`src/rtl/sysreg_dec_pkg.sv`:
```
package sysreg_dec_pkg;

  localparam int unsigned IDX_W   = 4;
  localparam int unsigned CLASS_W = 6;
  localparam int unsigned LVL_W   = 2;

  localparam logic [1:0] BANK_OP0     = 2'd3;
  localparam logic [2:0] BANK_OP1     = 3'd4;
  localparam logic [3:0] BANK_CRN     = 4'd12;
  localparam logic [2:0] BANK_CRM_HI  = 3'b110;

  typedef enum logic [2:0] {
    VERDICT_NOMATCH = 3'd0,
    VERDICT_UNDEF   = 3'd1,
    VERDICT_TRAP    = 3'd2,
    VERDICT_MEM     = 3'd3,
    VERDICT_DIRECT  = 3'd4
  } verdict_e;

  typedef struct packed {
    verdict_e                 kind;
    logic [LVL_W-1:0]         trap_lvl;
    logic [IDX_W-1:0]         index;
  } decision_t;

endpackage

```
`src/rtl/sysreg_enc_match.sv`:
```
module sysreg_enc_match
  import sysreg_dec_pkg::*;
(
  input  logic [1:0]       op0,
  input  logic [2:0]       op1,
  input  logic [3:0]       crn,
  input  logic [3:0]       crm,
  input  logic [2:0]       op2,
  output logic             hit,
  output logic [IDX_W-1:0] index
);

  always_comb begin
    hit   = (op0 == BANK_OP0) && (op1 == BANK_OP1) &&
            (crn == BANK_CRN) && (crm[3:1] == BANK_CRM_HI);
    index = {crm[0], op2};
  end

endmodule

```
`src/rtl/sysreg_priv_policy.sv`:
```
module sysreg_priv_policy
  import sysreg_dec_pkg::*;
#(
  parameter int unsigned NUM_REGS = 12
) (
  input  logic             hit,
  input  logic [IDX_W-1:0] index,
  input  logic [1:0]       priv,
  input  logic [2:0]       nv,
  input  logic             sre2,
  input  logic             sre3,
  output decision_t        dec
);

  localparam logic [IDX_W:0] LIMIT = (IDX_W+1)'(NUM_REGS);

  logic in_range;
  logic nv_redirect;
  logic nv_trap;

  always_comb begin
    in_range    = {1'b0, index} < LIMIT;
    nv_redirect = nv[2] & nv[0];
    nv_trap     = nv[0];
    dec         = '{kind: VERDICT_UNDEF, trap_lvl: '0, index: '0};
    if (!hit) begin
      dec.kind = VERDICT_NOMATCH;
    end else if (in_range) begin
      unique case (priv)
        2'd0: dec.kind = VERDICT_UNDEF;
        2'd1: begin
          if (nv_redirect) begin
            dec.kind  = VERDICT_MEM;
            dec.index = index;
          end else if (nv_trap) begin
            dec.kind     = VERDICT_TRAP;
            dec.trap_lvl = 2'd2;
          end
        end
        2'd2: begin
          if (sre2) begin
            dec.kind  = VERDICT_DIRECT;
            dec.index = index;
          end else begin
            dec.kind     = VERDICT_TRAP;
            dec.trap_lvl = 2'd2;
          end
        end
        default: begin
          if (sre3) begin
            dec.kind  = VERDICT_DIRECT;
            dec.index = index;
          end else begin
            dec.kind     = VERDICT_TRAP;
            dec.trap_lvl = 2'd3;
          end
        end
      endcase
    end
  end

endmodule

```
`src/rtl/sysreg_slot_addr.sv`:
```
module sysreg_slot_addr
  import sysreg_dec_pkg::*;
#(
  parameter int unsigned ADDR_W   = 16,
  parameter int unsigned MEM_BASE = 32'h400,
  parameter int unsigned STRIDE   = 8
) (
  input  logic [IDX_W-1:0]  index,
  output logic [ADDR_W-1:0] addr
);

  localparam logic [ADDR_W-1:0] BASE_V = ADDR_W'(MEM_BASE);
  localparam bit POW2 = (STRIDE != 0) && ((STRIDE & (STRIDE - 1)) == 0);

  generate
    if (POW2) begin : g_shift
      localparam int unsigned SH = $clog2(STRIDE);
      assign addr = BASE_V + (ADDR_W'(index) << SH);
    end else begin : g_mult
      localparam logic [ADDR_W-1:0] STRIDE_V = ADDR_W'(STRIDE);
      assign addr = BASE_V + ADDR_W'(ADDR_W'(index) * STRIDE_V);
    end
  endgenerate

endmodule

```
`src/rtl/sysreg_access_dec.sv`:
```
module sysreg_access_dec
  import sysreg_dec_pkg::*;
#(
  parameter int unsigned NUM_REGS   = 12,
  parameter int unsigned ADDR_W     = 16,
  parameter int unsigned MEM_BASE   = 32'h400,
  parameter int unsigned STRIDE     = 8,
  parameter int unsigned TRAP_CLASS = 32'h18
) (
  input  logic              clk,
  input  logic              rst,
  input  logic              req_valid,
  input  logic              req_write,
  input  logic [1:0]        enc_op0,
  input  logic [2:0]        enc_op1,
  input  logic [3:0]        enc_crn,
  input  logic [3:0]        enc_crm,
  input  logic [2:0]        enc_op2,
  input  logic [1:0]        priv_lvl,
  input  logic [2:0]        nv_ctrl,
  input  logic              sre_l2,
  input  logic              sre_l3,
  output logic              rsp_valid,
  output logic              rsp_write,
  output logic              rsp_nomatch,
  output logic              rsp_undef,
  output logic              rsp_trap,
  output logic [1:0]        rsp_trap_lvl,
  output logic [5:0]        rsp_trap_class,
  output logic              rsp_mem,
  output logic [ADDR_W-1:0] rsp_mem_addr,
  output logic              rsp_direct,
  output logic [3:0]        rsp_index
);

  localparam logic [CLASS_W-1:0] CLASS_V = CLASS_W'(TRAP_CLASS);

  logic             hit;
  logic [IDX_W-1:0] raw_index;
  decision_t        dec;
  logic [ADDR_W-1:0] slot_addr;

  sysreg_enc_match u_match (
    .op0   (enc_op0),
    .op1   (enc_op1),
    .crn   (enc_crn),
    .crm   (enc_crm),
    .op2   (enc_op2),
    .hit   (hit),
    .index (raw_index)
  );

  sysreg_priv_policy #(
    .NUM_REGS (NUM_REGS)
  ) u_policy (
    .hit   (hit),
    .index (raw_index),
    .priv  (priv_lvl),
    .nv    (nv_ctrl),
    .sre2  (sre_l2),
    .sre3  (sre_l3),
    .dec   (dec)
  );

  sysreg_slot_addr #(
    .ADDR_W   (ADDR_W),
    .MEM_BASE (MEM_BASE),
    .STRIDE   (STRIDE)
  ) u_addr (
    .index (dec.index),
    .addr  (slot_addr)
  );

  always_ff @(posedge clk) begin
    if (rst) begin
      rsp_valid      <= 1'b0;
      rsp_write      <= 1'b0;
      rsp_nomatch    <= 1'b0;
      rsp_undef      <= 1'b0;
      rsp_trap       <= 1'b0;
      rsp_trap_lvl   <= '0;
      rsp_trap_class <= '0;
      rsp_mem        <= 1'b0;
      rsp_mem_addr   <= '0;
      rsp_direct     <= 1'b0;
      rsp_index      <= '0;
    end else begin
      rsp_valid      <= req_valid;
      rsp_write      <= req_valid & req_write;
      rsp_nomatch    <= req_valid && (dec.kind == VERDICT_NOMATCH);
      rsp_undef      <= req_valid && (dec.kind == VERDICT_UNDEF);
      rsp_trap       <= req_valid && (dec.kind == VERDICT_TRAP);
      rsp_mem        <= req_valid && (dec.kind == VERDICT_MEM);
      rsp_direct     <= req_valid && (dec.kind == VERDICT_DIRECT);
      rsp_trap_lvl   <= (req_valid && dec.kind == VERDICT_TRAP) ? dec.trap_lvl : '0;
      rsp_trap_class <= (req_valid && dec.kind == VERDICT_TRAP) ? CLASS_V : '0;
      rsp_mem_addr   <= (req_valid && dec.kind == VERDICT_MEM) ? slot_addr : '0;
      rsp_index      <= req_valid ? dec.index : '0;
    end
  end

endmodule

```
`config.mk`:
```
export PLATFORM = sky130hd
export DESIGN_NAME = sysreg_access_dec
export DESIGN_NICKNAME = d
export VERILOG_FILES = /design/src/rtl/sysreg_dec_pkg.sv /design/src/rtl/sysreg_enc_match.sv /design/src/rtl/sysreg_priv_policy.sv /design/src/rtl/sysreg_slot_addr.sv /design/src/rtl/sysreg_access_dec.sv
export SDC_FILE = /design/constraint.sdc
export NUM_CORES = 1
export LEC_CHECK = 0
export ABC_AREA = 1
export BUFFER_PORTS_ARGS = -buffer_cell sky130_fd_sc_hd__buf_2
export CAP_MARGIN = 30
export CORE_UTILIZATION = 42
export DETAILED_ROUTE_END_ITERATION = 8
export HOLD_SLACK_MARGIN = 0.05
export PLACE_DENSITY = 0.85
export SETUP_SLACK_MARGIN = 0.4
export SLEW_MARGIN = 20
export SYNTH_ARGS = -nofsm -noshare
export SYNTH_HDL_FRONTEND = slang
export SYNTH_SLANG_ARGS = --single-unit
```
`constraint.sdc`:
```
create_clock -name clk -period 1.96 [get_ports clk]
set_clock_uncertainty 0.15 [all_clocks]
set_input_delay 0.392 -clock clk [delete_from_list [all_inputs] [get_ports clk]]
set_output_delay 0.392 -clock clk [all_outputs]
set_load 0.005 [all_outputs]
```
==> run metrics, run 1 <==
status finished, final reports clean; Period minus WS final 1.30 ns; Pwr per Cell Area 609 mW/mm2; Clock power frac 32.5%; clk sinks 18; CTS max path bufs 2; pin count of the biggest net entering global routing 11; # resized after CTS 0; Multi-input gate area between 300 and 400 um2; fin worst setup slack 0.656 ns; DRT iter0 DRCs 6; synth unique cells 18; CP max-delay cell nor2_1; type of origin of the critical path input port; syn avg cell area 7.37 um2; DP Worst Slack 0.369 ns; Critical Path RT 1.99 ns; YS warnings 0; vias per cell 4.15; Worst Hold Class input port to register; met2 usage 26.8%; Pleak 0.000654 uW; Die ar. 0.00224 mm2; internal power 513 uW; RSZ-0062 raised after global routing false; sequential area share after synthesis around two fifths; critical path arrival 1.33 ns; GR Util All Layers between 10% and 20%; most used cell, CP nor2_1; NetSw 146 uW; Critical Path Max Stage Delay 0.16 ns; Post-CTS Setup Bufs 0; setup_tns 0 ns; Die Wd 47.3 um; Layout Area Growth over Synthesis 25.5%; most common cell in the synthesized netlist nor2_1; Worst Path Max Fanout 6; layout cells sized above 1 35.6%; initial core utilization 44.4%; Hold Vio Cnt, Final 0; Critical Path End Type register; Area contributors post-synth dfxtp_1, buf_4, nor2_1; commonest cells in the synthesized netlist nor2_1, dfxtp_1, inv_1; nets 191; Max Transition Viols Final 0; met3 usage in global routing approximately 2.3%; Pre-Repair DR Iteration Count 4; kind of critical path input port to register; CTS Root Cell clkbuf_4; Net Sw Frac 22.1%; post-synth top area cell dfxtp_1; Core ar. 0.00194 mm2; Worst IR Drop VDD 297 uV; Synth Register Bits 18; period utilisation layout roughly 67%; DRC viols 0; Final HPWL DP 1330 um; port buffer count 45; WL/cell ~8.1 um; Die H 47.3 um; DRT antenna net count 0; Syn Inst Count 117; crit-path leading delay family simple AND/OR/NAND/NOR gates; Max Cap Violations 0; Post-synth ARST share 0%; FF/Latch Area 360 um2; FILL cells 194; TritonCTS buffer count 3; Cell Chain, Critical Path buf_2, nor2_1, nand2_1, nor2_1, nand3_1, nor2_1, nor2_2, nand2_2, nor2_1; CTS hold repair buffers 0; Ports 62; count of final setup violators 0; FP Rows 16; CTS tree built; Yosys top cell area share 41.8%; grt total ovfl 0; Total Wirelength 1550 um; Clk pin slew, worst setup/hold paths 0.09 ns; first-pass GRT wire length ~2400 um; antenna violations before repair 0; vias in the first global route 638; busiest layer in global routing met2; GP Congestion 0.802; met1 usage 16.4%; Netlist Area Pre-Place 862 um2; Buf/Inv on CP 1; DR vias 788; antenna diode count 0; Fmax 767 MHz; # H-tree levels 1; Main synth FF type dfxtp_1; combinational share of power 11.5%; Post-synth EDFFs 0; Reg power frac 56.0%
logic make-up after synthesis:
group,synth area share [%]
other,0.435
buffers and inverters,23.1
DFF,41.8
AOI/OAI and AO/OA,1.16
and+or+nand+nor,33.5
worst paths after layout:
path	endpoint	depth (start not counted)	from	slack, ns
setup / recovery	rsp_mem_addr[4]	9	enc_op1[1]	0.66
hold / removal	rsp_write	2	rst	0.14
through the flow:
| step | area, um2 | util (%) | power, uW | cells | hold WS (ns) |
|---|---|---|---|---|---|
| after floorplan | 915 | - | 436 | 131 | 0.314 |
| final | 1080 | 55.7 | 659 | 190 | 0.135 |
| after global routing | 1080 | 55.7 | 694 | 190 | 0.139 |
| after CTS | 1080 | 55.7 | 661 | 190 | 0.125 |
| after detailed placement | 1050 | 53.9 | 453 | 186 | 0.430 |
| after global placement | 1050 | 53.9 | 450 | 186 | 0.414 |
layout make-up:
| class | instances | area share (%) |
|---|---|---|
| well taps | 27 | 3.12 |
| repair buffers | 45 | 20.8 |
| inverters | 19 | 6.59 |
| flip-flops and latches | 18 | 33.3 |
| clock buffers | 4 | 3.35 |
| multi-input cells | 77 | 32.8 |
layer usage:
metal,wire length (um),vias to the layer above
met1,595,332
met5,0,-
met4,34,0
li1,-,412
met3,119,4
met2,798,40
power groups by stage:
stage               Combinational, uW  Sequential [uW]  Clock [uW]
floorplan                        58.3              378           0
global placement                 72.9              378           0
detailed placement               75.4              378           0
CTS                              75.6              369         217
global route                     87.2              370         237
finish                           75.8              369         214
layout by cell type (no fill, tap or decap), drive strengths merged:
cell type	n
nand3	6
inv	19
and3	1
conb	15
dfxtp	18
buf	45
o21ai	2
or2	1
nor3	1
nand2	19
clkbuf	4
nand4	4
nor2	28
sequential cells by signal, summed over array words and instances (netlist names):
register        flops
rsp_direct          1
rsp_index           4
rsp_mem             1
rsp_mem_addr        5
rsp_nomatch         1
rsp_trap_class      1
rsp_trap_lvl        2
rsp_undef           1
rsp_valid           1
rsp_write           1
Power figures use the tool's default switching activity.
==> run 2, diff against run 1 <==
Settings changed: CORE_UTILIZATION 42 to 39, PLACE_DENSITY 0.85 to 0.8.
Clock period 1.96 ns to 1.2 ns, I/O delays scaled along.
==> run 2 against run 1 <==
Routed wire length rose by 24%; global-route usage fell by 0.44 points; setup slack got worse by 0.58 ns; critical path depth fell by 8; cell count rose by 3.7%; clock power rose by 62%; clock-buffer cell count did not move; largest cell class is now multi-input gates; first-iteration DRC count fell by 33%; the run now ends with negative hold slack left; die area rose by 7.4%; non-clock buffer count rose by 7; sequential share of layout area fell by 6.2 points; final area rose by 24%.
==> run metrics, run 2 (synthesized netlist as in run 1, its figures left out) <==
status finished, violations left; failing checks negative hold slack; Buf/Inv on CP 1 (unchanged); Critical Path End Type primary output; crit-path leading delay family flip-flops; DRT antenna net count 0 (unchanged); Die ar. 0.00240 mm2 (+7.4%); vias per cell 4.31 (+4.0%); dpl cells 191 (+2.7%); WL/cell 9.76 um (+20%); first-pass GRT wire length 2730 um (+14%); Die H 49.0 um (+3.6%); DRT iter0 DRCs 4 (-2); Layout Area Growth over Synthesis 56.0%; Worst Hold Class input port to register; Clk pin slew, worst setup/hold paths 0.09 ns (about the same); antenna violations before repair 0 (unchanged); Die Wd 49.0 um (+3.6%); # H-tree levels 1 (unchanged); FP Rows 16 (unchanged); Worst IR Drop VDD 509 uV (+71%); Max Transition Viols Final 0 (unchanged); Fmax 888 MHz; pin count of the biggest net entering global routing 11 (unchanged); RSZ-0062 raised after global routing true; GP Congestion 0.804 (+0.29%); CTS Root Cell clkbuf_4; total power 1140 uW (+72%); GR Util All Layers 14.7% (-0.44 points); initial core utilization 42.6% (-1.8 points); CTS tree built; Hold Vio Cnt, Final 2 (+2); most frequent cells in the layout buf_2, conb_1, dfxtp_1; FILL cells 165 (-15%); setup_tns 0 ns (unchanged); grt total ovfl 0 (unchanged); Period minus WS final ~1.1 ns; count of final setup violators 0 (unchanged); Critical Path RT 0.81 ns (-1.18 ns); TritonCTS buffer count 3 (unchanged); Max Cap Violations 0 (unchanged); Total Wirelength 1920 um (+24%); Final HPWL DP 1330 um (+0.16%); vias in the first global route 702 (+10%); port buffer count 45 (unchanged); DRC viols 0 (unchanged); Pre-Repair DR Iteration Count 4 (unchanged); nets 198 (+3.7%); Cell Count, Final, Fillers Out 197 (+3.7%); clk sinks 18 (unchanged); kind of critical path register to primary output; layout cells sized above 1 58.8% (+23 points); Pwr per Cell Area 844 mW/mm2 (+39%); DR vias 850 (+7.9%); Ports 62 (unchanged); max reg flops 5 (unchanged); type of origin of the critical path register; most common cell after layout, fill and taps aside buf_2; Core ar. 0.00202 mm2 (+4.1%); period utilisation layout roughly 94%; antenna diode count 0 (unchanged); CP max-delay cell dfxtp_2; Largest Register rsp_mem_addr; CTS max path bufs 2 (unchanged); Cell Chain, Critical Path buf_2; final hold slack -0.0301 ns (-0.165 ns); biggest regs rsp_mem_addr (5), rsp_index (4), rsp_trap_lvl (2); critical path arrival 0.74 ns (-0.59 ns); Pleak 0.000727 uW (+11%); Critical Path Max Stage Delay 0.35 ns (+0.19 ns); Worst Path Max Fanout 3 (-3)
==> run 2: changes by cell type in the layout (fill, tap and decap cells not counted), moves of 7 or more <==
cell and change:
inv_2 +9, nor2_1 -10, inv_1 -10, buf_2 -9, buf_6 +10, nor2_4 +7
==> run 2: power by group <==
| group | leakage, uW | internal (uW) | switching [uW] |
|---|---|---|---|
| clock | 0.0000210 | 185 | 161 |
| combinational | 0.000559 | 81.8 | 104 |
| sequential | 0.000147 | 602 | 1.57 |
==> run 2: metal layers <==
| metal | up-vias | global-route usage, % | share of wire [%] |
|---|---|---|---|
| met2 | 49 | 28.2 | 54 |
| met5 | - | 0 | 0 |
| met4 | 0 | 7.35 | 1.5 |
| met3 | 4 | 0.935 | 6.3 |
| met1 | 371 | 15.9 | 38 |
| li1 | 426 | - | - |
==> run 2: path summary, 6_finish.rpt <==
kind	from	end	slack [ns]	cells past startpoint
worst min-delay path	rst	rsp_write	-0.03	2
worst max-delay path	rsp_trap_class[3]	rsp_trap	0.07	1
==> run 2: through the flow <==
step / hold slack, ns / instance area, um2 / util (%) / setup WS (ns)
after floorplan: 0.162 / 953 / - / 0.0391
after global placement: 0.262 / 1110 / 55.1 / -0.215
after detailed placement: 0.270 / 1110 / 55.1 / -0.233
after CTS: -0.0315 / 1230 / 61.0 / 0.0787
after global routing: -0.0194 / 1350 / 66.5 / -0.000563
final: -0.0301 / 1350 / 66.5 / 0.0742
==> run 2: final cells by class <==
class                      count  area, um2  area share (%)
timing repair buffer          52        338            25.1
inverter                      19       78.8            5.86
tap                           27       33.8            2.51
sequential                    18        364            27.1
multi-input combinational     77        494            36.7
clock buffer                   4       36.3            2.70
==> run 2: repair_timing <==
| item | in CTS | in global routing |
|---|---|---|
| buffers inserted | 2 | 0 |
| resized for setup | 24 | 28 |
| pin swaps | 6 | 7 |
| gates cloned | 0 | 0 |
| setup endpoints to repair | 36 | 36 |
| hold endpoints to repair | 2 | 2 |
